File: src/rtl/rx_dpll_pkg.sv
package rx_dpll_pkg;

  typedef enum logic {
    ST_SEARCH = 1'b0,
    ST_TRACK  = 1'b1
  } dpll_st_e;

  typedef enum logic [1:0] {
    CORR_NONE  = 2'd0,
    CORR_SHORT = 2'd1,
    CORR_LONG  = 2'd2
  } corr_e;

endpackage

File: src/rtl/rx_dpll_sync.sv
module rx_dpll_sync #(
  parameter int STAGES = 2
) (
  input  logic clk_i,
  input  logic rst_ni,
  input  logic d_i,
  output logic lvl_o,
  output logic edg_o
);

  logic [STAGES-1:0] sh_q;
  logic              prv_q;

  // STAGES must be at least 2
  always_ff @(posedge clk_i or negedge rst_ni) begin
    if (!rst_ni) begin
      sh_q  <= '0;
      prv_q <= 1'b0;
    end else begin
      sh_q  <= {sh_q[STAGES-2:0], d_i};
      prv_q <= sh_q[STAGES-1];
    end
  end

  assign lvl_o = sh_q[STAGES-1];
  assign edg_o = sh_q[STAGES-1] ^ prv_q;

endmodule

File: src/rtl/rx_dpll_phase.sv
module rx_dpll_phase
  import rx_dpll_pkg::*;
#(
  parameter int OSR = 16,
  parameter int WIN = 3
) (
  input  logic clk_i,
  input  logic rst_ni,
  input  logic run_i,
  input  logic start_i,
  input  logic fm_i,
  input  logic edg_i,
  output logic strobe_o,
  output logic hit_o,
  output logic eval_o
);

  // OSR must be a power of two, WIN below OSR/2 - 1
  localparam int PW = $clog2(OSR);
  localparam logic [PW-1:0] HALF_C = PW'(OSR / 2);
  localparam logic [PW-1:0] WIN_C  = PW'(WIN);
  localparam logic [PW-1:0] ERLY_C = PW'(OSR - WIN);

  logic [PW-1:0] ph_q, ph_nxt, ph_adv;
  logic          par_q, par_nxt;
  logic          in_zero, in_late, in_early, win_open, wrap;
  corr_e         corr;

  always_comb begin
    in_zero  = (ph_q == '0);
    in_late  = (ph_q != '0) && (ph_q <= WIN_C);
    in_early = (ph_q >= ERLY_C);
    // FM: par_q=0 cells own the boundary they start with
    if (fm_i) win_open = par_q ? in_early : (in_zero || in_late);
    else      win_open = in_early || in_zero || in_late;
    hit_o = run_i && edg_i && win_open;

    corr = CORR_NONE;
    if (hit_o && in_early)     corr = CORR_SHORT;
    else if (hit_o && in_late) corr = CORR_LONG;

    case (corr)
      CORR_SHORT: ph_adv = ph_q + PW'(2);
      CORR_LONG:  ph_adv = ph_q;
      default:    ph_adv = ph_q + PW'(1);
    endcase
    wrap = (ph_adv < ph_q);

    if (start_i) begin
      ph_nxt  = PW'(1);
      par_nxt = 1'b0;
    end else if (!run_i) begin
      ph_nxt  = '0;
      par_nxt = 1'b0;
    end else begin
      ph_nxt  = ph_adv;
      par_nxt = par_q ^ wrap;
    end
  end

  always_ff @(posedge clk_i or negedge rst_ni) begin
    if (!rst_ni) begin
      ph_q  <= '0;
      par_q <= 1'b0;
    end else begin
      ph_q  <= ph_nxt;
      par_q <= par_nxt;
    end
  end

  assign strobe_o = run_i && (ph_q == HALF_C);
  // window of an examined boundary closes when the count leaves WIN
  assign eval_o   = run_i && fm_i && !par_q && (ph_q == WIN_C) && (corr != CORR_LONG);

endmodule

File: src/rtl/rx_dpll_miss.sv
module rx_dpll_miss (
  input  logic clk_i,
  input  logic rst_ni,
  input  logic en_i,
  input  logic clr_i,
  input  logic start_i,
  input  logic hit_i,
  input  logic eval_i,
  output logic miss1_o,
  output logic miss2_o,
  output logic lost_o
);

  logic seen_q, run_q, m1_q, m2_q, miss;

  assign miss   = eval_i && !seen_q;
  assign lost_o = miss && run_q;

  always_ff @(posedge clk_i or negedge rst_ni) begin
    if (!rst_ni) begin
      seen_q <= 1'b0;
      run_q  <= 1'b0;
      m1_q   <= 1'b0;
      m2_q   <= 1'b0;
    end else if (!en_i) begin
      seen_q <= 1'b0;
      run_q  <= 1'b0;
      m1_q   <= 1'b0;
      m2_q   <= 1'b0;
    end else begin
      if (start_i || hit_i) seen_q <= 1'b1;
      else if (eval_i)      seen_q <= 1'b0;

      if (start_i)     run_q <= 1'b0;
      else if (eval_i) run_q <= miss;

      if (miss)       m1_q <= 1'b1;
      else if (clr_i) m1_q <= 1'b0;

      if (lost_o)     m2_q <= 1'b1;
      else if (clr_i) m2_q <= 1'b0;
    end
  end

  assign miss1_o = m1_q;
  assign miss2_o = m2_q;

endmodule

File: src/rtl/rx_dpll.sv
module rx_dpll
  import rx_dpll_pkg::*;
#(
  parameter int OSR         = 16,
  parameter int WIN         = 3,
  parameter int SYNC_STAGES = 2
) (
  input  logic clk_i,
  input  logic rst_ni,
  input  logic en_i,
  input  logic fm_mode_i,
  input  logic stat_clr_i,
  input  logic rxd_i,
  output logic smp_o,
  output logic rxd_o,
  output logic locked_o,
  output logic miss1_o,
  output logic miss2_o
);

  dpll_st_e st_q, st_d;
  logic     lvl, edg, trk, start, hit, eval, lost;

  assign trk   = (st_q == ST_TRACK);
  assign start = en_i && !trk && edg;

  always_comb begin
    st_d = st_q;
    if (!en_i)      st_d = ST_SEARCH;
    else if (start) st_d = ST_TRACK;
    else if (lost)  st_d = ST_SEARCH;
  end

  always_ff @(posedge clk_i or negedge rst_ni) begin
    if (!rst_ni) st_q <= ST_SEARCH;
    else         st_q <= st_d;
  end

  rx_dpll_sync #(
    .STAGES (SYNC_STAGES)
  ) u_sync (
    .clk_i  (clk_i),
    .rst_ni (rst_ni),
    .d_i    (rxd_i),
    .lvl_o  (lvl),
    .edg_o  (edg)
  );

  rx_dpll_phase #(
    .OSR (OSR),
    .WIN (WIN)
  ) u_phase (
    .clk_i    (clk_i),
    .rst_ni   (rst_ni),
    .run_i    (trk),
    .start_i  (start),
    .fm_i     (fm_mode_i),
    .edg_i    (edg),
    .strobe_o (smp_o),
    .hit_o    (hit),
    .eval_o   (eval)
  );

  rx_dpll_miss u_miss (
    .clk_i   (clk_i),
    .rst_ni  (rst_ni),
    .en_i    (en_i),
    .clr_i   (stat_clr_i),
    .start_i (start),
    .hit_i   (hit),
    .eval_i  (eval),
    .miss1_o (miss1_o),
    .miss2_o (miss2_o),
    .lost_o  (lost)
  );

  assign rxd_o    = lvl;
  assign locked_o = trk;

endmodule

File: config.mk
export PLATFORM = sky130hd
export DESIGN_NAME = rx_dpll
export DESIGN_NICKNAME = d
export VERILOG_FILES = /design/src/rtl/rx_dpll_pkg.sv /design/src/rtl/rx_dpll_sync.sv /design/src/rtl/rx_dpll_phase.sv /design/src/rtl/rx_dpll_miss.sv /design/src/rtl/rx_dpll.sv
export SDC_FILE = /design/constraint.sdc
export NUM_CORES = 1
export LEC_CHECK = 0
export ABC_AREA = 1
export CORE_MARGIN = 5
export CORE_UTILIZATION = 50
export DETAILED_ROUTE_END_ITERATION = 12
export PLACE_DENSITY = 0.83
export RECOVER_POWER = 50
export SKIP_LAST_GASP = 1
export SLEW_MARGIN = 20
export SYNTH_ARGS = -nofsm -noshare
export SYNTH_HDL_FRONTEND = slang
export SYNTH_HIERARCHICAL = 1
export SYNTH_SLANG_ARGS = --single-unit
File: constraint.sdc
create_clock -name clk_i -period 3.15 [get_ports clk_i]
set_clock_uncertainty 0.05 [all_clocks]
set_input_delay 0.315 -clock clk_i [delete_from_list [all_inputs] [get_ports clk_i]]
set_output_delay 0.315 -clock clk_i [all_outputs]
set_load 0.005 [all_outputs]
# Yosys cells after proc, flatten, opt, wreduce, memory -nomap -nowiden
# Cells that the tools add are included.
[classes] n_addsub=2 order_cmp=3 n_eq_ne=10 mux=23 n_bitwise=2 reduce_logical=23
[ops] cell="$mux W1" count=18
[ops] cell="$ne A3 B1 Y1 const B" count=5
[ops] cell="$logic_and A1 B1 Y1" count=14
[ops] cell="$mux W4" count=2
[ops] cell="$pmux W4 S2" count=1
[ops] cell="$add A4 B1 Y4 const B" count=1
[ops] cell="$add A4 B2 Y4 const B" count=1
[ops] cell="$eq A4 B2 Y1 const B" count=1
[ops] cell="$eq A4 B4 Y1 const B" count=1
[ops] cell="$ge A4 B4 Y1 const B" count=1
[ops] cell="$le A4 B2 Y1 const B" count=1
[ops] cell="$logic_not A4 Y1" count=1
[ops] cell="$logic_or A1 B1 Y1" count=4
[ops] cell="$lt A4 B4 Y1" count=1
[ops] cell="$mux W2" count=2
[ops] cell="$reduce_bool A4 Y1" count=1
[ops] cell="$logic_not A1 Y1" count=3
[ops] cell="$eq A2 B1 Y1 const B" count=1
[ops] cell="$eq A2 B2 Y1 const B" count=1
[ops] cell="$ne A2 B2 Y1 const B" count=1
[ops] cell="$xor A1 B1 Y1" count=2
[totals] reg_bits=13 input_bits=6 output_inout_bits=5 word_cells=72

# Longest topological paths before layout
[depth] word_depth=16 depth_mapped=20 ltp_nobuf=20

# Hierarchy
# The synthesis kept the hierarchy.
[by_module_without_submodules] module="rx_dpll_phase" instances=1 cells_each=84 area_each_um2=584.3
[by_module_without_submodules] module="rx_dpll_miss" instances=1 cells_each=22 area_each_um2=173.9
[by_module_without_submodules] module="rx_dpll_sync" instances=1 cells_each=8 area_each_um2=93.8
[by_module_without_submodules] module="rx_dpll" instances=1 cells_each=7 area_each_um2=55.1

# Least setup slack after synthesis
# No wires, ideal clock.
[synth_timing] kind="register -> register" from="register u_phase.ph_q[0]" to="register u_phase.par_q" setup_ns=0.069 arrival_ns=2.031 path_slack_ns=1.000 stages_incl_launch_ff=15 synth_period_minus_slack_ns=2.150 path_cell_list="dfrtp_1 > inv_1 > ha_1 > a21oi_1 > nand3_2 > nand2_1 > o21ai_0 > nand2_1 > inv_1 > ha_1 > a21oi_1 > nand2_1 > nand2_1 > nand2_2 > nor2_2"
[synth_between] elab_chain_cells=15 elab_cells_between_ends=24
[synth_rtl] item="from (decl)" line_no="rx_dpll_phase.sv:24" text="logic [PW-1:0] ph_q, ph_nxt, ph_adv;"
[synth_rtl] item="from (signal assigned)" line_no="rx_dpll_phase.sv:66" text="ph_q <= ph_nxt;"
[synth_rtl] item="$le A4 B2 Y1 / $reduce_bool A4 Y1 (equally long branches)" line_no="rx_dpll_phase.sv:31" text="in_late = (ph_q != '0) && (ph_q <= WIN_C);"
[synth_rtl] item="$logic_and A1 B1 Y1" line_no="rx_dpll_phase.sv:31"
[synth_rtl] item="$logic_or A1 B1 Y1" line_no="rx_dpll_phase.sv:34" text="if (fm_i) win_open = par_q ? in_early : (in_zero || in_late);"
[synth_rtl] item="$mux W1 (2 in series)" line_no="rx_dpll_phase.sv:34"
[synth_rtl] item="$logic_and A1 B1 Y1" line_no="rx_dpll_phase.sv:36" text="hit_o = run_i && edg_i && win_open;"
[synth_rtl] item="$logic_and A1 B1 Y1" line_no="rx_dpll_phase.sv:40" text="else if (hit_o && in_late) corr = CORR_LONG;"
[synth_rtl] item="$mux W2" line_no="rx_dpll_phase.sv:40"
[synth_rtl] item="$mux W2" line_no="rx_dpll_phase.sv:39" text="if (hit_o && in_early) corr = CORR_SHORT;"
[synth_rtl] item="$eq A2 B2 Y1 / $eq A2 B1 Y1 (equally long branches)" line_no="rx_dpll_phase.sv:42" text="case (corr)"
[synth_rtl] item="$pmux W4 S2" line_no="rx_dpll_phase.sv:42"
[synth_rtl] item="$lt A4 B4 Y1 *" line_no="rx_dpll_phase.sv:47" text="wrap = (ph_adv < ph_q);"
[synth_rtl] item="$xor A1 B1 Y1 *" line_no="rx_dpll_phase.sv:57" text="par_nxt = par_q ^ wrap;"
[synth_rtl] item="$mux W1 *" line_no="rx_dpll_phase.sv:52" text="end else if (!run_i) begin"
[synth_rtl] item="$mux W1 *" line_no="rx_dpll_phase.sv:49" text="if (start_i) begin"
[synth_rtl] item="via u_phase.par_nxt" line_no="rx_dpll_phase.sv:25" text="logic par_q, par_nxt;"
[synth_rtl] item="to (signal assigned)" line_no="rx_dpll_phase.sv:67" text="par_q <= par_nxt;"
[synth_rtl] item="to (decl)" line_no="rx_dpll_phase.sv:25"
# Mark *: on every way through the listed nets, which the timed path passes. The rest lies on a longest branch.
# A chain may end at the register's enable or synchronous reset.

# Final worst setup path
[layout_timing] from="register u_phase.ph_q[1]" to="register u_phase.par_q"
# Same word-level chain as after synthesis.

==> results.cfg <==
[placed_design]
dpl.hpwl_um = 1470
place_area_um2 = 1027
portBuffers = 10
dpl_worst_slack_ns = 0.7451
gp_congestion = 0.8677

[final_layout]
areaGrowthSynthToFinish_pct = 16.28
fin_nets = 149
final_area_um2 = 1055
n_antenna_cell = 0
multi_input_area_um2 = 457.9
drive_gt1_frac = 0.1269
n_fill_cell = 171
regArea_um2 = 325.3

[clock_network]
cts_root_buf = clkbuf_4
htreeDepth = 1
postCtsSetupBuffers = 0
clk-insertion-delay-late_ns = 0.27
ctsLongestPathBuffers = 2
cts_sinks = 13
holdBufCountCts = 0
post_cts_resized = 0
clk_pin_slew_ns = 0.07
cts_tree = built
cts_buffers = 3

[floorplanning]
start_util = 0.5254
core_area_um2 = 1727
chipWidth_um = 52.60
die_area_um2 = 2766
die_h_um = 52.60
core.rowCount = 15
pin_count = 11

[sta]
setup_tns_ns = 0
rsz0062_at_grt = false
hold_viol = 0
period_needed_ns = 2.431
finalMaxSlewViolations = 0
worst_slack_ns = 0.7192
maxSlewHeadroom = 0.6298
fmax_mhz = 411.4
worst_slew_pin_slew_ns = 0.5534
setup_viol = 0
hold_slack_ns = 0.3057
min_period_over_period = 0.7717

[setup_path]
end_kind = register
crit_required_ns = 3.31
r2r-end = u_phase/par_q
worstSetupStartpointType = register
critical_path_buf_inv_count = 3
cp_top_family = simple AND/OR/NAND/NOR gates
r2r_setup_slack_ns = 0.72
critical_path.endpoint = u_phase/par_q
criticalPathCategory = reg -> reg
max_stage_delay_ns = 0.42
slowest_stage = dfrtp_1
cp_max_fo = 5
worst_ep_arrival_time_ns = 2.59
cp.depth = 17
crit_path_frequent_cell = nand2_1
ff2ff_path_depth = 17
r2r_start = u_phase/ph_q[1]
crit_start = u_phase/ph_q[1]
crit_path_cell_trace = inv_1 > ha_1 > inv_1 > nand2_1 > nand3_2 > nand2_4 > nand3_2 > nand2_1 > o21ai_0 > nand2_1 > inv_1 > ha_1 > a21oi_1 > nand2_1 > nand2_1 > nand2_2 > nor2_2

[global_route]
antenna_found_initial = 0
grt_pass1_vias = 715
grt_usage = 0.1474
grt-ovfl-total = 0
grt_max_degree = 14
grt_pass1_wl_um = 2960

[synthesis]
synthCells = 121
synth_fa_ha_area_frac = 0.1103
ys_top_cells_by_area = dfrtp_1 36%, inv_1 12%, nand2_1 12%
synth_mux_area_frac = 0
yosysMostFrequentCell = inv_1
synth_top_area_frac = 0.3586
synth_xor_area_frac = 0.02897
synth_ff_type = dfrtp_1
yosysSeqAreaShare = 0.3586
synth_top_family_by_area = simple AND/OR/NAND/NOR gates
yosys.cell_types.count = 19
syn-mean-instance-area_um2 = 7.497
ys_seq_elements = 13
synth_compound_area_frac = 0.05379
synthArstFlopShare = 1.000
synth_warnings = 6
synth-edff-count = 0
syn-num-nets = 135
synth_area_leader_cell = dfrtp_1
syn_area_um2 = 907.1
yosys.area_share.simple = 0.3117
synthTopCellsByCount = 29 x inv_1, 28 x nand2_1, 13 x dfrtp_1, 9 x nor2_1, 8 x ha_1

[run]
maxCapViolations = 0

[drt]
drc = 0
wirelength_um = 1796
firstDrtPassIters = 4
viasPerCell = 4.780
via_count = 760
antenna_left = 0
drt_iter0_drc = 15
routedWlPerCell_um = 11.30

[hold_path]
holdPathStages = 0
hp-class = reg -> reg

[power_and_ir_drop]
power.leakage_nw = 0.5695
ir_drop_v = 0.0003596
power_density_nw_per_um2 = 408.6

[status]
outcome = finished clean
[worst min-delay path by stage]
stage | start | endpoint | slack (ns)
finish | u_sync/sh_q[0] | u_sync/sh_q[1] | 0.31
global route | u_sync/sh_q[0] | u_sync/sh_q[1] | 0.32
CTS | u_sync/sh_q[0] | u_sync/sh_q[1] | 0.31
detailed placement | u_sync/sh_q[0] | u_sync/sh_q[1] | 0.29
global placement | u_sync/sh_q[0] | u_sync/sh_q[1] | 0.30
floorplan | rst_ni | locked_o | -0.03
[registers in the layout, indices dropped and copies added, names as in the netlist]
name / cells
locked_o: 1
u_miss/miss1_o: 1
u_miss/run_q: 1
u_sync/prv_q: 1
u_miss/miss2_o: 1
u_phase/ph_q: 4
u_sync/sh_q: 2
u_miss/seen_q: 1
u_phase/par_q: 1
[cell families after synthesis]
kind of cell,after synthesis
xor gates and xnor gates,3
and+or+nand+nor,57
buffers and inverters,31
adders and majority gates,8
DFF,13
AOI/OAI and AO/OA,9
[stage by stage]
step	cells	util	power, mW
after global placement	155	0.5949	0.3297
after detailed placement	155	0.5949	0.3366
after global routing	159	0.6109	0.4630
after floorplan	121	-	0.2968
after CTS	159	0.6109	0.4365
final	159	0.6109	0.4310
[power breakdown]
group / total, mW / switching [mW] / internal (mW)
Sequential: 0.194 / 0.0151 / 0.179
Clock: 0.0973 / 0.0503 / 0.0471
Combinational: 0.139 / 0.0853 / 0.0540
Total: 0.431 / 0.151 / 0.280
[layer usage]
metal | track usage | up-vias | part of all wire
met5 | 0 | - | 0
met4 | 0.02553 | 0 | 0.0033
met3 | 0.05983 | 2 | 0.069
met2 | 0.2500 | 21 | 0.49
met1 | 0.1755 | 346 | 0.44
li1 | - | 391 | -
[final cells by class]
type / instances / share of cell area
Timing Repair Buffer: 10 / 0.09490
Sequential cell: 13 / 0.3084
Multi-Input combinational cell: 77 / 0.4342
Inverter: 30 / 0.1068
Clock inverter: 1 / 0.004745
Clock buffer: 3 / 0.02135
Tap cell: 25 / 0.02966
[cells in the final DEF (no fill, tap or decap)]
master           Yosys  final
a21oi_2              1      1
nand2_4              1      1
dlygate4sd3_1        0      2
clkinv_2             0      1
xor2_1               2      2
nor3_1               2      2
clkdlybuf4s50_1      0      8
nand2_2              3      3
nand3_2              6      6
clkinv_1             1      1
a21oi_1              6      6
o21ai_0              2      2
nor4_1               1      1
inv_1               29     29
ha_1                 8      8
clkbuf_4             0      3
nor2_1               9      9
dfrtp_1             13     13
nand3_1              5      5
xnor2_1              1      1
nor2_2               2      2
nand2_1             28     28
No activity file was read; power rests on OpenSTA's default activity.
